### src/rtl/pci_par_pkg.sv
package pci_par_pkg;
  typedef enum logic [1:0] {ROLE_IDLE = 2'd0, ROLE_MST = 2'd1, ROLE_TGT = 2'd2, ROLE_RSV = 2'd3} role_e;
  typedef enum logic [1:0] {PH_NONE = 2'd0, PH_ADDR = 2'd1, PH_RD = 2'd2, PH_WR = 2'd3} phase_e;

  typedef struct packed {
    logic gen;
    logic chk_data;
    logic chk_addr;
  } par_act_t;

  function automatic par_act_t decode_act(input logic [1:0] role, input logic [1:0] phase);
    par_act_t a;
    a.gen      = ((role == ROLE_MST) && (phase == PH_ADDR || phase == PH_WR)) ||
                 ((role == ROLE_TGT) && (phase == PH_RD));
    a.chk_data = ((role == ROLE_MST) && (phase == PH_RD)) ||
                 ((role == ROLE_TGT) && (phase == PH_WR));
    a.chk_addr = (role == ROLE_TGT) && (phase == PH_ADDR);
    return a;
  endfunction
endpackage

### src/rtl/pci_par_calc.sv
module pci_par_calc #(
  parameter int AD_W  = 32,
  parameter int CBE_W = 4
) (
  input  logic [AD_W-1:0]  ad_i,
  input  logic [CBE_W-1:0] cbe_i,
  output logic             even_par_o
);
  localparam int LANES = AD_W / 8;
  logic [LANES-1:0] lane_par;

  for (genvar g = 0; g < LANES; g++) begin : g_lane
    assign lane_par[g] = ^ad_i[8*g +: 8];
  end

  // even parity: bit makes total ones even
  assign even_par_o = (^lane_par) ^ (^cbe_i);
endmodule

### src/rtl/pci_par_gen.sv
module pci_par_gen (
  input  logic clk_i,
  input  logic rst_ni,
  input  logic gen_i,
  input  logic calc_i,
  output logic par_o,
  output logic par_oe_o
);
  always_ff @(posedge clk_i or negedge rst_ni) begin
    if (!rst_ni) begin
      par_o    <= 1'b0;
      par_oe_o <= 1'b0;
    end else begin
      par_oe_o <= gen_i;
      par_o    <= gen_i ? calc_i : 1'b0;
    end
  end


  oe_in_reset_chk: assert property (@(posedge clk_i) !rst_ni |-> !par_oe_o);
endmodule

### src/rtl/pci_par_chk.sv
module pci_par_chk (
  input  logic clk_i,
  input  logic rst_ni,
  input  logic chk_data_i,
  input  logic chk_addr_i,
  input  logic calc_i,
  input  logic par_i,
  input  logic en_i,
  output logic perr_o,
  output logic addr_err_o
);
  logic pend_data_q, pend_addr_q, exp_par_q;

  always_ff @(posedge clk_i or negedge rst_ni) begin
    if (!rst_ni) begin
      pend_data_q <= 1'b0;
      pend_addr_q <= 1'b0;
      exp_par_q   <= 1'b0;
      perr_o      <= 1'b0;
      addr_err_o  <= 1'b0;
    end else begin
      pend_data_q <= chk_data_i;
      pend_addr_q <= chk_addr_i;
      exp_par_q   <= calc_i;
      // compare against line one clock after the covered word
      perr_o      <= pend_data_q && (exp_par_q != par_i) && en_i;
      if (pend_addr_q && (exp_par_q != par_i)) addr_err_o <= 1'b1;
    end
  end


  perr_gate_chk: assert property (@(posedge clk_i) disable iff (!rst_ni)
    perr_o |-> $past(en_i));

  addr_sticky_chk: assert property (@(posedge clk_i) disable iff (!rst_ni)
    addr_err_o |=> addr_err_o);
endmodule

### src/rtl/pci_par_unit.sv
module pci_par_unit
  import pci_par_pkg::*;
#(
  parameter int AD_W        = 32,
  parameter int CBE_W       = 4,
  parameter int CMD_W       = 16,
  parameter int PERR_EN_BIT = 6
) (
  input  logic             clk_i,
  input  logic             rst_ni,
  input  logic [AD_W-1:0]  ad_i,
  input  logic [CBE_W-1:0] cbe_i,
  input  logic [1:0]       role_i,
  input  logic [1:0]       phase_i,
  input  logic             irdy_i,
  input  logic             trdy_i,
  input  logic             par_i,
  input  logic [CMD_W-1:0] cmd_i,
  output logic             par_o,
  output logic             par_oe_o,
  output logic             perr_drive_o,
  output logic             addr_perr_o
);
  par_act_t act;
  logic     calc;
  logic     xfer_done;

  assign act       = decode_act(role_i, phase_i);
  assign xfer_done = irdy_i && trdy_i;

  pci_par_calc #(.AD_W(AD_W), .CBE_W(CBE_W)) u_calc (
    .ad_i       (ad_i),
    .cbe_i      (cbe_i),
    .even_par_o (calc)
  );

  pci_par_gen u_gen (
    .clk_i    (clk_i),
    .rst_ni   (rst_ni),
    .gen_i    (act.gen),
    .calc_i   (calc),
    .par_o    (par_o),
    .par_oe_o (par_oe_o)
  );

  pci_par_chk u_chk (
    .clk_i      (clk_i),
    .rst_ni     (rst_ni),
    .chk_data_i (act.chk_data && xfer_done),
    .chk_addr_i (act.chk_addr),
    .calc_i     (calc),
    .par_i      (par_i),
    .en_i       (cmd_i[PERR_EN_BIT]),
    .perr_o     (perr_drive_o),
    .addr_err_o (addr_perr_o)
  );


  even_par_chk: assert property (@(posedge clk_i) disable iff (!rst_ni)
    par_oe_o |-> (^{par_o, $past(ad_i), $past(cbe_i)}) == 1'b0);

  perr_after_done_chk: assert property (@(posedge clk_i) disable iff (!rst_ni)
    perr_drive_o |-> $past(irdy_i && trdy_i, 2));

  oe_not_on_check_chk: assert property (@(posedge clk_i) disable iff (!rst_ni)
    par_oe_o |-> !$past(act.chk_data || act.chk_addr));
endmodule

### config.mk
export PLATFORM = sky130hd
export DESIGN_NAME = pci_par_unit
export DESIGN_NICKNAME = d
export VERILOG_FILES = /design/src/rtl/pci_par_pkg.sv /design/src/rtl/pci_par_calc.sv /design/src/rtl/pci_par_gen.sv /design/src/rtl/pci_par_chk.sv /design/src/rtl/pci_par_unit.sv
export SDC_FILE = /design/constraint.sdc
export NUM_CORES = 1
export LEC_CHECK = 0
export BUFFER_PORTS_ARGS = -buffer_cell sky130_fd_sc_hd__clkbuf_2
export CAP_MARGIN = 30
export CELL_PAD_IN_SITES_DETAIL_PLACEMENT = 1
export CELL_PAD_IN_SITES_GLOBAL_PLACEMENT = 1
export CORE_ASPECT_RATIO = 1.25
export CORE_MARGIN = 2
export CORE_UTILIZATION = 22
export DETAILED_ROUTE_END_ITERATION = 8
export HOLD_SLACK_MARGIN = 0.06
export MAX_ROUTING_LAYER = met4
export PLACE_DENSITY = 0.75
export SYNTH_ARGS = -nofsm -noshare
export SYNTH_HDL_FRONTEND = slang
export SYNTH_SLANG_ARGS = --single-unit
### constraint.sdc
create_clock -name clk_i -period 1 [get_ports clk_i]
set_input_delay 0.1 -clock clk_i [delete_from_list [all_inputs] [get_ports clk_i]]
set_output_delay 0.1 -clock clk_i [all_outputs]
set_load 0.01 [all_outputs]
==> impl_metrics.env <==
export IMPL_diodes=0
export IMPL_slowest_stage="xnor3_1"
export IMPL_grt_pass1_vias=638
export IMPL_ys_seq_elements=7
export IMPL_post_drt_wl_per_cell_um=9.57
export IMPL_placementRows=21
export IMPL_grt_pass1_wl_mm=2.26
export IMPL_final_core_util_pct=35.7
export IMPL_max_slew_margin_rel_pct=87.1
export IMPL_met1_length_um=445
export IMPL_ys_warn_count=0
export IMPL_path_buf_inv=1
export IMPL_layout_setup_ws_ns=-0.139
export IMPL_final_hold_viol_count=0
export IMPL_fmax_ghz=0.878
export IMPL_synth_area_per_cell_um2=10.7
export IMPL_pin_count=65
export IMPL_arrival_ns=1.26
export IMPL_violations="negative setup slack"
export IMPL_critPathKind="in2reg"
export IMPL_num_nets_final=171
export IMPL_power_density_mw_per_mm2=1410
export IMPL_post_dp_hpwl_mm=1.31
export IMPL_drtIter0Drc=7
export IMPL_outcome="finished with violations"
export IMPL_root_buffer="clkbuf_4"
export IMPL_synth_cell_types=15
export IMPL_dieWidth_um=50.3
export IMPL_numCtsBuffers=3
export IMPL_io_buffer_count=49
export IMPL_max_stage_delay_ns=0.46
export IMPL_synth_top_area_cell="xnor2_1"
export IMPL_dr_total_vias=571
export IMPL_grtUsageTotal_pct=9.76
export IMPL_met3_length_um=97
export IMPL_wl_mm=1.37
export IMPL_layout_drive_gt1_share_pct=51.4
export IMPL_wl_met2_um=825
export IMPL_tightest_slew_ns=0.192
export IMPL_hp_class="in2reg"
export IMPL_route_detailed_drc=0
export IMPL_drv_slew=0
export IMPL_post_route_period_util_pct=114
export IMPL_start_kind="primary input"
export IMPL_syn_num_nets=116
export IMPL_start_util_pct=22.5
export IMPL_coreArea_mm2=0.00263
export IMPL_synthCells=55
export IMPL_cts_htree_levels=1
export IMPL_leakage_nw=0.481
export IMPL_crit_required_ns=1.12
export IMPL_cts_sinks=7
export IMPL_worstSkewPairLatency_ns=0.24
export IMPL_fin_crit_ns=1.14
export IMPL_routabilityCongestion=0.622
export IMPL_synth_area_um2=591
export IMPL_clk_pin_slew_ns=0.05
export IMPL_rsz0062_at_grt="true"
export IMPL_grt_remaining_overflow=0
export IMPL_crit_top_cell="xnor2_1"
export IMPL_end_kind="flip-flop"
export IMPL_top_layer="met3"
export IMPL_synth_top_cell_area_share_pct=41.5
export IMPL_final_cell_mix="49 x clkbuf_2, 25 x xnor2_1, 7 x dfrtp_1"
export IMPL_yosysSeqAreaShare_pct=29.7
export IMPL_grt_start_max_net_pins=8
export IMPL_critical_path_top_delay_family="XOR/XNOR gates"
export IMPL_finClkSkew_ns=0.00140
export IMPL_p_total_w=0.00132
export IMPL_antenna_found_initial=0
export IMPL_drt_pass1_iterations=3
export IMPL_ir_worst_vdd_v=0.000427
export IMPL_postRouteAntennaNets=0
export IMPL_viasPerCell=3.99
export IMPL_cp_cell_sequence="clkbuf_2 > xor2_1 > xnor2_1 > xnor2_1 > xnor3_1 > mux2i_1"
export IMPL_final_setup_tns_ns=-0.277
export IMPL_setup_viol=2
export IMPL_worstPathMaxFanout=2
export IMPL_die_area_mm2=0.00312
export IMPL_cts_buffer_depth=2
export IMPL_drv_cap=0
export IMPL_cts_tree="yes"
export IMPL_synthTopCellsByArea="xnor2_1 42%, dfrtp_1 30%, xnor3_1 7.6%, xor2_1 5.9%, a21o_1 2.5%"
export IMPL_mostFrequentLayoutCell="clkbuf_2"
export IMPL_syn2layout_area_growth_pct=58.9
export IMPL_die_h_um=61.9
## cell type report
cell class	instances	area [µm²]
clock buffer	4	26.3
sequential	7	175
timing repair buffer	50	255
tap	34	42.5
multi-input combinational	48	439
fill	342	1690
## power by group
group	internal, W	switching (W)
sequential	0.000349	0.0000234
clock	0.000151	0.0000892
combinational	0.000434	0.000278
## state kept, by name, summed over array words and instances, names as in the netlist
register,cells
u_chk.addr_err_o,1
u_chk.pend_addr_q,1
u_gen.par_o,1
u_gen.par_oe_o,1
u_chk.exp_par_q,1
u_chk.pend_data_q,1
u_chk.perr_o,1
## repair_timing
| item | in CTS | in global routing |
|---|---|---|
| hold endpoints to repair | 7 | 0 |
| pin swaps | 0 | 1 |
| hold buffers | 1 | 0 |
| setup buffers | 0 | 0 |
| endpoints found under the setup margin | 2 | 2 |
| resized for setup | 1 | 2 |
## stage by stage
step | hold slack [ns] | instance area (µm²) | worst slack [ns] | std cells
finish | 0.0819 | 938 | -0.139 | 143
CTS | 0.0801 | 930 | -0.151 | 143
detailed placement | -0.0541 | 886 | -0.413 | 138
floorplan | -0.196 | 598 | -0.236 | 55
global placement | -0.0635 | 886 | -0.378 | 138
global route | 0.0880 | 938 | -0.186 | 143
## cell usage after synthesis
library cell  number
xnor2_1           28
dfrtp_1            7
xor2_1             4
a21o_1             2
nand2_1            2
nand3b_1           2
xnor3_1            2
a21oi_1            1
and3_1             1
and3b_1            1
mux2i_1            1
nand3_1            1
nor2_1             1
nor2b_1            1
nor3b_1            1
## worst paths after layout
kind                                        start                 to  slack [ns]  cells past startpoint
worst max register to register    u_chk.exp_par_q       u_chk.perr_o        0.20                      2
worst min register to register  u_chk.pend_addr_q   u_chk.addr_err_o        0.45                      1
max in group asynchronous                  rst_ni       u_chk.perr_o        0.61                      2
worst min-delay path                       irdy_i  u_chk.pend_data_q        0.08                      3
min in group asynchronous                  rst_ni    u_chk.exp_par_q        0.22                      2
worst max-delay path                     ad_i[14]        u_gen.par_o       -0.14                      6
## kinds of logic after synthesis
group | Yosys count | share of synthesized area [%]
xor gates and xnor gates | 34 | 55.1
DFF | 7 | 29.7
muxes | 1 | 1.69
AOI/OAI and AO/OA | 3 | 3.39
and+or+nand+nor | 10 | 10.2
## tightest hold or removal path: stages
cell and delay [ns]:
clkbuf_2 0.08, nand3_1 0.07, nor2_1 0.04
## per-layer routing
layer	track usage [%]	up-vias
met4	3.47	0
met2	20.9	26
met3	1.67	0
met1	8.43	261
met5	-	-
li1	-	284
Power figures use the tool's default switching activity.
